`src/rtl/gpctl_pkg.sv`:
```
package gpctl_pkg;

  // Decoded offsets (low six address bits). A neighbour's driver depends on these.
  localparam logic [5:0] OFS_MODE   = 6'h00;
  localparam logic [5:0] OFS_CLKDIV = 6'h04;
  localparam logic [5:0] OFS_STAT   = 6'h08;
  localparam logic [5:0] OFS_PWR    = 6'h0C;
  localparam logic [5:0] OFS_CLKCTL = 6'h10;
  localparam logic [5:0] OFS_IRQRAW = 6'h14;
  localparam logic [5:0] OFS_IRQMSK = 6'h18;
  localparam logic [5:0] OFS_IRQSTS = 6'h1C;
  localparam logic [5:0] OFS_DIR    = 6'h20;
  localparam logic [5:0] OFS_LVLW   = 6'h24;
  localparam logic [5:0] OFS_LVLR   = 6'h28;

  localparam logic [15:0] STAT_RESET = 16'h0002;
  localparam logic [15:0] PWR_FORCE  = 16'h8040;
  localparam int unsigned PWR_TRIG   = 7;

  typedef enum logic [3:0] {
    SEL_MODE, SEL_CLKDIV, SEL_STAT, SEL_PWR, SEL_CLKCTL,
    SEL_IRQRAW, SEL_IRQMSK, SEL_IRQSTS, SEL_DIR, SEL_LVLW,
    SEL_LVLR, SEL_NONE
  } reg_sel_e;

  // Plain storage registers held in the control bank
  localparam int unsigned NPLAIN     = 6;
  localparam int unsigned IDX_MODE   = 0;
  localparam int unsigned IDX_CLKDIV = 1;
  localparam int unsigned IDX_CLKCTL = 2;
  localparam int unsigned IDX_IRQRAW = 3;
  localparam int unsigned IDX_IRQMSK = 4;
  localparam int unsigned IDX_IRQSTS = 5;

endpackage

```
`src/rtl/gpctl_decode.sv`:
```
module gpctl_decode
  import gpctl_pkg::*;
#(
  parameter int unsigned ADDR_W = 12
) (
  input  logic [ADDR_W-1:0] addr,
  output reg_sel_e          sel,
  output logic              hit
);

  localparam int unsigned DEC_W = 6;

  logic [ADDR_W-1:0] unused_addr;
  assign unused_addr = addr;

  // Only the low six bits take part
  always_comb begin
    case (addr[DEC_W-1:0])
      OFS_MODE:   sel = SEL_MODE;
      OFS_CLKDIV: sel = SEL_CLKDIV;
      OFS_STAT:   sel = SEL_STAT;
      OFS_PWR:    sel = SEL_PWR;
      OFS_CLKCTL: sel = SEL_CLKCTL;
      OFS_IRQRAW: sel = SEL_IRQRAW;
      OFS_IRQMSK: sel = SEL_IRQMSK;
      OFS_IRQSTS: sel = SEL_IRQSTS;
      OFS_DIR:    sel = SEL_DIR;
      OFS_LVLW:   sel = SEL_LVLW;
      OFS_LVLR:   sel = SEL_LVLR;
      default:    sel = SEL_NONE;
    endcase
  end

  assign hit = (sel != SEL_NONE);

  // Nothing above the last mapped offset decodes to a register
  always_comb begin
    AST_NO_HIT_ABOVE_MAP: assert (!(addr[DEC_W-1:0] > OFS_LVLR) || !hit);
  end

endmodule

```
`src/rtl/gpctl_ctrl_bank.sv`:
```
module gpctl_ctrl_bank
  import gpctl_pkg::*;
#(
  parameter int unsigned REG_W = 16
) (
  input  logic                         clk,
  input  logic                         rst_n,
  input  logic                         wr_en,
  input  reg_sel_e                     sel,
  input  logic [REG_W-1:0]             wdata,
  output logic [NPLAIN-1:0][REG_W-1:0] plain_q,
  output logic [REG_W-1:0]             pwr_q
);

  localparam reg_sel_e PLAIN_SEL [NPLAIN] = '{
    SEL_MODE, SEL_CLKDIV, SEL_CLKCTL, SEL_IRQRAW, SEL_IRQMSK, SEL_IRQSTS
  };
  localparam logic [REG_W-1:0] FORCE_MASK = REG_W'(PWR_FORCE);

  for (genvar i = 0; i < NPLAIN; i++) begin : g_plain
    logic [REG_W-1:0] q;
    always_ff @(posedge clk) begin
      if (!rst_n)                             q <= '0;
      else if (wr_en && sel == PLAIN_SEL[i])  q <= wdata;
    end
    assign plain_q[i] = q;
  end

  logic pwr_we;
  assign pwr_we = wr_en && (sel == SEL_PWR);

  always_ff @(posedge clk) begin
    if (!rst_n)      pwr_q <= '0;
    else if (pwr_we) pwr_q <= wdata[PWR_TRIG] ? (wdata | FORCE_MASK) : wdata;
  end

  AST_PWR_FORCE: assert property (@(posedge clk) disable iff (!rst_n)
    (pwr_we && wdata[PWR_TRIG]) |=> ((pwr_q & FORCE_MASK) == FORCE_MASK));
  AST_PWR_PLAIN: assert property (@(posedge clk) disable iff (!rst_n)
    (pwr_we && !wdata[PWR_TRIG]) |=> (pwr_q == $past(wdata)));

endmodule

```
`src/rtl/gpctl_gpio.sv`:
```
module gpctl_gpio #(
  parameter int unsigned NLINES = 16
) (
  input  logic              clk,
  input  logic              rst_n,
  input  logic              dir_wr,
  input  logic              lvl_wr,
  input  logic [NLINES-1:0] wdata,
  input  logic [NLINES-1:0] ext_we,
  input  logic [NLINES-1:0] ext_val,
  output logic [NLINES-1:0] dir_q,
  output logic [NLINES-1:0] lvl_q,
  output logic [NLINES-1:0] gpio_out
);

  always_ff @(posedge clk) begin
    if (!rst_n)      dir_q <= '0;
    else if (dir_wr) dir_q <= wdata;
  end

  // Per line: bus write (masked) wins over the external update
  for (genvar n = 0; n < NLINES; n++) begin : g_line
    always_ff @(posedge clk) begin
      if (!rst_n)         lvl_q[n] <= 1'b0;
      else if (lvl_wr)    lvl_q[n] <= wdata[n] & dir_q[n];
      else if (ext_we[n]) lvl_q[n] <= ext_val[n];
    end
  end

  assign gpio_out = lvl_q & dir_q;

  AST_LVL_MASKED: assert property (@(posedge clk) disable iff (!rst_n)
    lvl_wr |=> ((lvl_q & ~$past(dir_q)) == '0));
  AST_BUS_WINS: assert property (@(posedge clk) disable iff (!rst_n)
    (lvl_wr && (ext_we != '0)) |=> (lvl_q == $past(wdata & dir_q)));
  AST_EXT_FOLLOW: assert property (@(posedge clk) disable iff (!rst_n)
    !lvl_wr |=> (((lvl_q ^ $past(ext_val)) & $past(ext_we)) == '0));

endmodule

```
`src/rtl/gpctl_regfile.sv`:
```
module gpctl_regfile
  import gpctl_pkg::*;
#(
  parameter int unsigned ADDR_W  = 12,
  parameter int unsigned WDATA_W = 32,
  parameter int unsigned NLINES  = 16
) (
  input  logic               clk,
  input  logic               rst_n,
  input  logic [ADDR_W-1:0]  bus_addr,
  input  logic               bus_rd,
  input  logic               bus_wr,
  input  logic [WDATA_W-1:0] bus_wdata,
  output logic [15:0]        bus_rdata,
  output logic               bad_access,
  input  logic [NLINES-1:0]  ext_we,
  input  logic [NLINES-1:0]  ext_val,
  output logic [NLINES-1:0]  gpio_out
);

  localparam int unsigned REG_W = 16;

  reg_sel_e         sel;
  logic             hit;
  logic [REG_W-1:0] wd;
  logic [WDATA_W-1:0] unused_wdata;

  assign wd           = bus_wdata[REG_W-1:0];
  assign unused_wdata = bus_wdata;

  gpctl_decode #(.ADDR_W(ADDR_W)) u_dec (
    .addr (bus_addr),
    .sel  (sel),
    .hit  (hit)
  );

  logic [NPLAIN-1:0][REG_W-1:0] plain_q;
  logic [REG_W-1:0]             pwr_q;

  gpctl_ctrl_bank #(.REG_W(REG_W)) u_ctrl (
    .clk     (clk),
    .rst_n   (rst_n),
    .wr_en   (bus_wr),
    .sel     (sel),
    .wdata   (wd),
    .plain_q (plain_q),
    .pwr_q   (pwr_q)
  );

  logic              dir_wr, lvl_wr;
  logic [NLINES-1:0] dir_q, lvl_q;

  assign dir_wr = bus_wr && (sel == SEL_DIR);
  assign lvl_wr = bus_wr && (sel == SEL_LVLW || sel == SEL_LVLR);

  gpctl_gpio #(.NLINES(NLINES)) u_gpio (
    .clk      (clk),
    .rst_n    (rst_n),
    .dir_wr   (dir_wr),
    .lvl_wr   (lvl_wr),
    .wdata    (wd[NLINES-1:0]),
    .ext_we   (ext_we),
    .ext_val  (ext_val),
    .dir_q    (dir_q),
    .lvl_q    (lvl_q),
    .gpio_out (gpio_out)
  );

  logic [REG_W-1:0] rd_mux;
  always_comb begin
    case (sel)
      SEL_MODE:   rd_mux = plain_q[IDX_MODE];
      SEL_CLKDIV: rd_mux = plain_q[IDX_CLKDIV];
      SEL_STAT:   rd_mux = REG_W'(STAT_RESET);
      SEL_PWR:    rd_mux = pwr_q;
      SEL_CLKCTL: rd_mux = plain_q[IDX_CLKCTL];
      SEL_IRQRAW: rd_mux = plain_q[IDX_IRQRAW];
      SEL_IRQMSK: rd_mux = plain_q[IDX_IRQMSK];
      SEL_IRQSTS: rd_mux = plain_q[IDX_IRQSTS];
      SEL_DIR:    rd_mux = REG_W'(dir_q);
      SEL_LVLW,
      SEL_LVLR:   rd_mux = REG_W'(lvl_q);
      default:    rd_mux = '0;
    endcase
  end

  logic bad_now;
  assign bad_now = ((bus_rd || bus_wr) && !hit) || (bus_wr && sel == SEL_STAT);

  always_ff @(posedge clk) begin
    if (!rst_n) begin
      bus_rdata  <= '0;
      bad_access <= 1'b0;
    end else begin
      bus_rdata  <= bus_rd ? rd_mux : '0;
      bad_access <= bad_now;
    end
  end

  AST_QUIET_NO_FLAG: assert property (@(posedge clk) disable iff (!rst_n)
    !(bus_rd || bus_wr) |=> !bad_access);
  AST_UNMAPPED_ZERO: assert property (@(posedge clk) disable iff (!rst_n)
    (bus_rd && !hit) |=> (bus_rdata == '0 && bad_access));
  AST_STAT_WR_FLAG: assert property (@(posedge clk) disable iff (!rst_n)
    (bus_wr && sel == SEL_STAT) |=> bad_access);

endmodule

```
`config.mk`:
```
export PLATFORM = sky130hd
export DESIGN_NAME = gpctl_regfile
export DESIGN_NICKNAME = d
export VERILOG_FILES = /design/src/rtl/gpctl_pkg.sv /design/src/rtl/gpctl_decode.sv /design/src/rtl/gpctl_ctrl_bank.sv /design/src/rtl/gpctl_gpio.sv /design/src/rtl/gpctl_regfile.sv
export SDC_FILE = /design/constraint.sdc
export NUM_CORES = 1
export LEC_CHECK = 0
export CORE_ASPECT_RATIO = 1.4
export CORE_MARGIN = 2
export CORE_UTILIZATION = 28
export CTS_BUF_LIST = sky130_fd_sc_hd__clkbuf_4 sky130_fd_sc_hd__clkbuf_8
export DETAILED_ROUTE_END_ITERATION = 16
export SLEW_MARGIN = 30
export SYNTH_ARGS = -nofsm -noshare
export SYNTH_HDL_FRONTEND = slang
export SYNTH_SLANG_ARGS = --single-unit
```
`constraint.sdc`:
```
create_clock -name clk -period 2.5 [get_ports clk]
set_input_delay 0.625 -clock clk [delete_from_list [all_inputs] [get_ports clk]]
set_output_delay 0.625 -clock clk [all_outputs]
set_load 0.02 [all_outputs]
```
==> insert_results.sql, run 1 <==
INSERT INTO impl_metrics (metric_group, metric, value, unit) VALUES
('pwr', 'power.share.switching', '26.4', '%'),
('route', 'dr.pass1.iters', '5', ''),
('clock_tree', 'clk_pin_slew_worst_paths', '0.10', 'ns'),
('global_route', 'global_route_wire_length_before_repair', '36400', 'um'),
('timing', 'final.setup.worst_slack', '0.276', 'ns'),
('clock_tree', 'worst_skew_pair.late_latency', '0.46', 'ns'),
('clock_tree', 'cts_made_buffers', '17', ''),
('route', 'detail_route.wirelength.met1', '10100', 'um'),
('placement', 'dpl.hpwl', '16000', 'um'),
('timing', 'rsz0062_at_grt', 'false', ''),
('critical_path', 'r2r.worst_path.cells', '4', ''),
('final_layout', 'count_of_nets_after_finishing', '1067', ''),
('placement', 'port_buffers', '90', ''),
('floorplanning', 'die_area', '27500', 'um^2'),
('worst_hold_path', 'hold_class', 'reg -> reg', ''),
('floorplanning', 'core_region_area', '25900', 'um^2'),
('pwr', 'power.net_switching', '1310', 'uW'),
('timing', 'skew', '0.0146', 'ns'),
('pwr', 'vdd_drop_max', '0.000288', 'V'),
('placement', 'pre_cts_setup_slack', '-0.163', 'ns'),
('floorplanning', 'fp.dieW', '141', 'um'),
('route', 'drcViolationCount', '0', ''),
('clock_tree', 'cts_resized', '0', ''),
('timing', 'setup_viol', '0', ''),
('floorplanning', 'row_count', '70', ''),
('timing', 'tmin_final', '2.22', 'ns'),
('critical_path', 'timing.critical_path.required', '1.88', 'ns'),
('timing', 'maxClockFrequency', '0.450', 'GHz'),
('synth', 'synthCells', '878', ''),
('route', 'routed-wl-met2', '11700', 'um'),
('pwr', 'power', '4980', 'uW'),
('synth', 'syn_area', '7330', 'um^2'),
('final_layout', 'antennaDiodeCount', '0', ''),
('route', 'via_count', '6599', ''),
('floorplanning', 'initial_utilization', '28.3', '%'),
('synth', 'yosys.cell_types.count', '44', ''),
('placement', 'placed_cells_incl_taps', '1292', ''),
('critical_path', 'path_class', 'reg -> out', ''),
('placement', 'globalplace.congestion', '0.861', ''),
('clock_tree', 'cts.sink_count', '161', ''),
('clock_tree', 'clock_path_buffers', '2', ''),
('pwr', 'power.sequential.fraction', '52.3', '%'),
('clock_tree', 'cts.htree.levels', '4', ''),
('route', 'met3WireLength', '757', 'um'),
('synth', 'synth_area_per_cell', '8.35', 'um^2'),
('critical_path', 'max_fo_critical_path', '4', ''),
('floorplanning', 'dieHeight', '195', 'um'),
('critical_path', 'crit_path_end_kind', 'primary output', ''),
('timing', 'worst_slew_margin_relative_to_its_limit', '64.2', '%'),
('final_layout', 'layout.cells.non_filler', '1324', ''),
('clock_tree', 'post-cts-setup-buffer-count', '0', ''),
('clock_tree', 'cts_tree', 'yes', ''),
('run', 'maximum_capacitance_violations', '0', ''),
('synth', 'synth-seq-area-share', '44.0', '%'),
('final_layout', 'mostFrequentLayoutCells', 'sky130_fd_sc_hd__nand2_1, sky130_fd_sc_hd__dfxtp_1, sky130_fd_sc_hd__a21boi_1', ''),
('timing', 'final-max-slew-violation-count', '0', ''),
('timing', 'worst_slew_pin_slew', '0.536', 'ns'),
('global_route', 'grt_antenna_before_repair', '0', ''),
('route', 'drt_iter0_markers', '371', ''),
('floorplanning', 'io_pins', '113', ''),
('global_route', 'grt_pass1_vias', '6573', ''),
('synth', 'ys_warns', '0', ''),
('route', 'final_antenna_net_count', '0', ''),
('critical_path', 'crit_arrival', '1.60', 'ns'),
('synth', 'synth-seq-cells', '161', ''),
('run_status', 'run_status', 'finished, final reports clean', ''),
('global_route', 'grtUsageTotal', '17.0', '%'),
('pwr', 'share_comb_of_total_power', '9.1', '%'),
('timing', 'hold_slack', '0.456', 'ns'),
('route', 'via_per_inst', '4.98', ''),
('critical_path', 'timing.critical_path.from_type', 'flip-flop', '');
worst max-delay path, cell delays in order, from the launching register on:
cell and delay [ns]:
sky130_fd_sc_hd__dfxtp_1 0.38, sky130_fd_sc_hd__and2_1 0.14, sky130_fd_sc_hd__clkdlybuf4s50_1 0.62
logic make-up after synthesis:
family          share of synthesized area [%]
simple gates                             23.1
compound gates                           23.1
flops                                    44.0
buf+inv                                  5.50
mux                                      4.18
xor+xnor                                0.120
flip-flops by register name, indices dropped and copies added (netlist names):
signal and flops:
bad_access 1, u_gpio.lvl_q 16, bus_rdata 16, u_ctrl.g_plain.q 96, u_ctrl.pwr_q 16, u_gpio.dir_q 16
cell usage after synthesis, drive strengths merged:
library cell  instances  area, um^2
nand2               255         957
nor2b                 2        12.5
buf                  37         211
a22o                 20         175
a21oi                 2        10.0
and3                 34         213
a222oi                4        40.0
o22ai                 1        6.26
mux2                  3        33.8
mux4                  1        22.5
a21boi              127         953
a32oi                 4        35.0
clkbuf               50         188
inv                   1        3.75
dfxtp               161        3220
or4b                  1        10.0
nand4b                1        8.76
xor2                  1        8.76
a31oi                10        62.6
o21ai                 2        10.0
nor3                 11        66.3
a21o                  1        7.51
nor4b                 2        32.5
nor2                 21        88.8
nor4                  1        12.5
nand3                25         125
a41oi                 5        43.8
a211o                 1        8.76
mux2i                25         250
a211oi                1        7.51
nand2b                3        18.8
and2                 20         125
nor3b                 2        15.0
o21a                 16         120
a22oi                 9        67.6
or3                   1        6.26
a221oi               17         149
through the flow:
stage	instance area [um^2]	setup TNS, ns
floorplan	7330	0
global placement	9120	-2.62
detailed placement	9120	-3.91
CTS	9510	0
global route	9510	0
finish	9510	0
final timing paths:
check,from,to,slack [ns]
hold reg to reg,u_ctrl.g_plain[5].q[13],u_ctrl.g_plain[5].q[13],0.46
setup / recovery,u_gpio.dir_q[5],gpio_out[5],0.28
setup reg to reg,u_ctrl.g_plain[5].q[14],bus_rdata[14],1.13
hold / removal,u_ctrl.g_plain[5].q[13],u_ctrl.g_plain[5].q[13],0.46
power by group through the flow:
stage          Combinational (uW)  Sequential, uW  Clock (uW)
4_1_cts                       452            2600        1960
3_3_place_gp                  449            2660           0
2_1_floorplan                 217            2660           0
5_1_grt                       482            2610        2050
3_5_place_dp                  451            2660           0
6_report                      452            2600        1920
final cells by class:
cell class	instances	area [um^2]
Fill cell	2659	16400
Clock inverter	14	143
Multi-Input combinational cell	629	3710
Timing Repair Buffer	177	1780
Tap cell	324	405
Sequential cell	161	3220
Inverter	1	3.75
Clock buffer	18	248
routing by layer:
layer / global-route usage, % / vias to the layer above
met5: 0 / -
met4: 6.93 / 0
met3: 2.08 / 42
met2: 30.1 / 177
met1: 20.7 / 3138
li1: - / 3242
(Power assumes the default switching activity.)
==> inputs of run 2 (changes only) <==
--- a/config.mk
+++ b/config.mk
@@ -12,2 +12,3 @@
 export DETAILED_ROUTE_END_ITERATION = 16
+export RECOVER_POWER = 25
 export SLEW_MARGIN = 30
@@ -15,2 +16,3 @@
 export SYNTH_HDL_FRONTEND = slang
+export SYNTH_HIERARCHICAL = 1
 export SYNTH_SLANG_ARGS = --single-unit
--- a/constraint.sdc
+++ b/constraint.sdc
@@ -3,2 +3,2 @@
 set_output_delay 0.625 -clock clk [all_outputs]
-set_load 0.02 [all_outputs]
+set_load 0.01 [all_outputs]
==> run 2 against run 1 <==
Against the previous run: register-to-register slack better by 0.12 ns; critical path type is now in -> reg; via count down 9.5%; routed wire length down 8.1%; critical endpoint is now bus_rdata[8].
==> insert_results.sql, run 2 <==
INSERT INTO impl_metrics (metric_group, metric, value, unit) VALUES
('floorplanning', 'dieHeight', '196', 'um'),
('critical_path', 'crit_arrival', '2.75', 'ns'),
('timing', 'rsz0062_at_grt', 'false', ''),
('timing', 'maxClockFrequency', '0.418', 'GHz'),
('timing', 'final-max-slew-violation-count', '0', ''),
('timing', 'setup_viol', '0', ''),
('timing', 'tmin_final', '2.39', 'ns'),
('synth', 'synth-seq-area-share', '43.5', '%'),
('critical_path', 'timing.critical_path.from', 'bus_addr[1]', ''),
('clock_tree', 'cts_tree', 'yes', ''),
('synth', 'ys_warns', '6', ''),
('clock_tree', 'clock_path_buffers', '2', ''),
('route', 'final_antenna_net_count', '0', ''),
('synth', 'syn_area', '7410', 'um^2'),
('global_route', 'grt.overflow.total', '0', ''),
('critical_path', 'timing.critical_path.from_type', 'input port', ''),
('global_route', 'global_route_wire_length_before_repair', '33400', 'um'),
('route', 'dr.pass1.iters', '5', ''),
('clock_tree', 'cts_made_buffers', '17', ''),
('route', 'routed-wl-met2', '10600', 'um'),
('critical_path', 'worst_path_most_repeated_cell', 'sky130_fd_sc_hd__buf_12', ''),
('final_layout', 'largest_reg_flops', '96', ''),
('critical_path', 'maximum_single_stage_delay_on_the_critical_path', '0.43', 'ns'),
('run', 'maximum_capacitance_violations', '0', ''),
('floorplanning', 'initial_utilization', '28.4', '%'),
('route', 'via_per_inst', '4.94', ''),
('critical_path', 'worstPathCellList', 'clkdlybuf4s50_1, or3_4, nor2_4, buf_12, buf_12, mux2i_1, o32ai_1, a2111oi_2, a21oi_1', ''),
('route', 'detail_route.wirelength.met1', '9430', 'um'),
('pwr', 'internal-power', '3580', 'uW'),
('pwr', 'power_density', '523', 'nW/um^2'),
('placement', 'globalplace.congestion', '0.832', ''),
('synth', 'synth_area_per_cell', '10.1', 'um^2'),
('route', 'via_count', '5970', ''),
('critical_path', 'path_class', 'in -> reg', ''),
('pwr', 'vdd_drop_max', '0.000274', 'V'),
('pwr', 'power.net_switching', '1410', 'uW'),
('clock_tree', 'worst_skew_pair.late_latency', '0.47', 'ns'),
('synth', 'yosys.cell_types.count', '52', ''),
('synth', 'synth-seq-cells', '161', ''),
('final_layout', 'final_area', '9540', 'um^2'),
('placement', 'dpl.hpwl', '15400', 'um'),
('synth', 'synth_most_common_cell', 'sky130_fd_sc_hd__dfxtp_1', ''),
('pwr', 'power.sequential.fraction', '52.5', '%'),
('synth', 'async_flop_share', '0', '%'),
('global_route', 'grt_pass1_vias', '5985', ''),
('pwr', 'power', '4990', 'uW'),
('route', 'drcViolationCount', '0', ''),
('final_layout', 'antennaDiodeCount', '0', ''),
('critical_path', 'crit_path_top_delay_cell', 'sky130_fd_sc_hd__clkdlybuf4s50_1', ''),
('timing', 'layout_worst_path_cycle_share', '95.7', '%'),
('critical_path', 'worstReg2RegStart', 'u_ctrl/g_plain[3].q[7]', ''),
('timing', 'worst_slew_margin_relative_to_its_limit', '71.1', '%'),
('floorplanning', 'fp.dieW', '141', 'um'),
('clock_tree', 'holdBufCountCts', '0', ''),
('pwr', 'share_comb_of_total_power', '9.0', '%'),
('floorplanning', 'row_count', '70', ''),
('run_status', 'run_status', 'finished, final reports clean', ''),
('final_layout', 'largest_register', 'u_ctrl/g_plain.q', ''),
('final_layout', 'area_growth', '28.8', '%'),
('final_layout', 'drive_gt1_share', '16.5', '%'),
('clock_tree', 'clk_pin_slew_worst_paths', '0.10', 'ns'),
('placement', 'port_buffers', '90', ''),
('route', 'detail_route.wl_per_cell', '17.6', 'um'),
('worst_hold_path', 'hold_class', 'reg -> reg', ''),
('clock_tree', 'cts.sink_count', '161', ''),
('timing', 'hold_slack', '0.459', 'ns'),
('synth', 'synthFlopType', 'sky130_fd_sc_hd__dfxtp_1', ''),
('timing', 'timing.final.hold_violations', '0', ''),
('global_route', 'grtUsageTotal', '15.5', '%'),
('synth', 'synth_enable_flop_cells', '0', ''),
('synth', 'netlist.area_leader.share', '43.5', '%'),
('critical_path', 'max_fo_critical_path', '13', ''),
('clock_tree', 'cts.htree.levels', '4', ''),
('timing', 'skew', '0.00680', 'ns'),
('pwr', 'power.share.switching', '28.3', '%'),
('final_layout', 'nFillCells', '2609', ''),
('final_layout', 'mostFrequentLayoutCells', 'sky130_fd_sc_hd__dfxtp_1, sky130_fd_sc_hd__mux2i_1, sky130_fd_sc_hd__nand2_1', ''),
('route', 'met3WireLength', '637', 'um'),
('worst_hold_path', 'holdCritStartpoint', 'u_ctrl/pwr_q[8]', ''),
('floorplanning', 'die_area', '27800', 'um^2'),
('clock_tree', 'root_buffer', 'sky130_fd_sc_hd__clkbuf_8', ''),
('route', 'drt_iter0_markers', '297', ''),
('placement', 'instance_area_after_placement', '9180', 'um^2'),
('timing', 'worst_slew_pin_slew', '0.434', 'ns'),
('global_route', 'grt_start_max_net_pins', '57', ''),
('critical_path', 'timing.critical_path.required', '2.85', 'ns'),
('floorplanning', 'io_pins', '113', ''),
('synth', 'post_synth_main_area_contributors', 'sky130_fd_sc_hd__dfxtp_1, sky130_fd_sc_hd__mux2i_1, sky130_fd_sc_hd__nand2_1, sky130_fd_sc_hd__a22oi_1, sky130_fd_sc_hd__o211a_1', ''),
('synth', 'synthDominantAreaCellType', 'sky130_fd_sc_hd__dfxtp_1', ''),
('synth', 'netlist_top_cells_count', 'sky130_fd_sc_hd__dfxtp_1, sky130_fd_sc_hd__mux2i_1, sky130_fd_sc_hd__nand2_1', ''),
('final_layout', 'layout.cells.most_common', 'sky130_fd_sc_hd__dfxtp_1', ''),
('synth', 'synthCells', '735', ''),
('pwr', 'clkPwrFrac', '38.5', '%'),
('route', 'routed_wirelength', '21200', 'um'),
('pwr', 'leakage', '0.00372', 'uW'),
('global_route', 'grt_antenna_before_repair', '0', ''),
('route', 'dr.max_layer_used', 'met4', ''),
('critical_path', 'crit_path_end_kind', 'flip-flop', ''),
('synth', 'synth_fp_nets', '815', ''),
('floorplanning', 'core_region_area', '26100', 'um^2'),
('final_layout', 'count_of_nets_after_finishing', '952', '');
run 2: cell types whose count changed in the layout (fill, tap and decap cells not counted), sizes merged, moves of 17 or more:
cell and delta:
a21boi -127, a22o -20, a22oi +17, and3 -34, clkdlybuf4s50 -31, dlygate4sd3 +31
mux2i +121, nand2 -123, nand3 -24, nor2b +21
run 2: per-stage QoR:
| stage | TNS, ns | setup WS [ns] | util, % | instances |
|---|---|---|---|---|
| final | 0 | 0.107 | 36.6 | 1209 |
| after global placement | -41.23 | -0.363 | 35.2 | 1177 |
| after detailed placement | -44.39 | -0.384 | 35.2 | 1177 |
| after global routing | 0 | 0.0308 | 36.6 | 1209 |
| after CTS | 0 | 0.121 | 36.7 | 1209 |
| after floorplan | 0 | 0.00848 | - | 735 |
run 2: power by group through the flow:
stage / combinational [uW] / sequential [uW] / clock [uW]
5_1_grt: 480 / 2620 / 2070
4_1_cts: 452 / 2620 / 1980
3_3_place_gp: 448 / 2680 / 0
2_1_floorplan: 213 / 2670 / 0
6_report: 449 / 2620 / 1920
3_5_place_dp: 451 / 2680 / 0
run 2: cell type report:
| cell class | count | area (um^2) | area share (%) |
|---|---|---|---|
| Timing Repair Buffer | 174 | 1690 | 17.7 |
| Inverter | 5 | 18.8 | 0.197 |
| Tap cell | 324 | 405 | 4.25 |
| Clock inverter | 15 | 159 | 1.67 |
| Clock buffer | 17 | 234 | 2.45 |
| Multi-Input combinational cell | 513 | 3820 | 40.0 |
| Sequential cell | 161 | 3220 | 33.8 |
run 2: final timing paths:
kind                           to  slack, ns  cells past startpoint
setup reg to reg     bus_rdata[7]       1.25                      4
hold / removal    u_ctrl/pwr_q[8]       0.46                      2
setup / recovery     bus_rdata[8]       0.11                      9
hold reg to reg   u_ctrl/pwr_q[8]       0.46                      2
run 2: kinds of logic after synthesis:
group                  Yosys count  share of synthesized area, %
buffers and inverters           61                          5.13
XOR/XNOR                         1                         0.118
multiplexers                   163                          22.5
AND/OR/NAND/NOR                227                          15.2
flip-flops                     161                          43.5
AO/OA/AOI/OAI                  122                          13.6
run 2: metal layers:
layer | track usage (%) | vias to the layer above
li1 | - | 2899
met1 | 19.1 | 2895
met2 | 26.7 | 140
met3 | 1.99 | 36
met4 | 7.30 | 0
met5 | 0 | -
run 2: what timing repair did:
| item | 4_1_cts | 5_1_grt |
|---|---|---|
| resized for setup | 0 | 2 |
| endpoints found under the setup margin | 0 | 3 |
| buffers inserted | 0 | 0 |
| hold endpoints to repair | 0 | 0 |
run 2: worst max-delay path: cells and delay by family:
family | cells | cell delay, ns
buffers and inverters | 3 | 0.73
and+or+nand+nor | 2 | 0.56
AOI/OAI and AO/OA | 3 | 0.62
muxes | 1 | 0.20
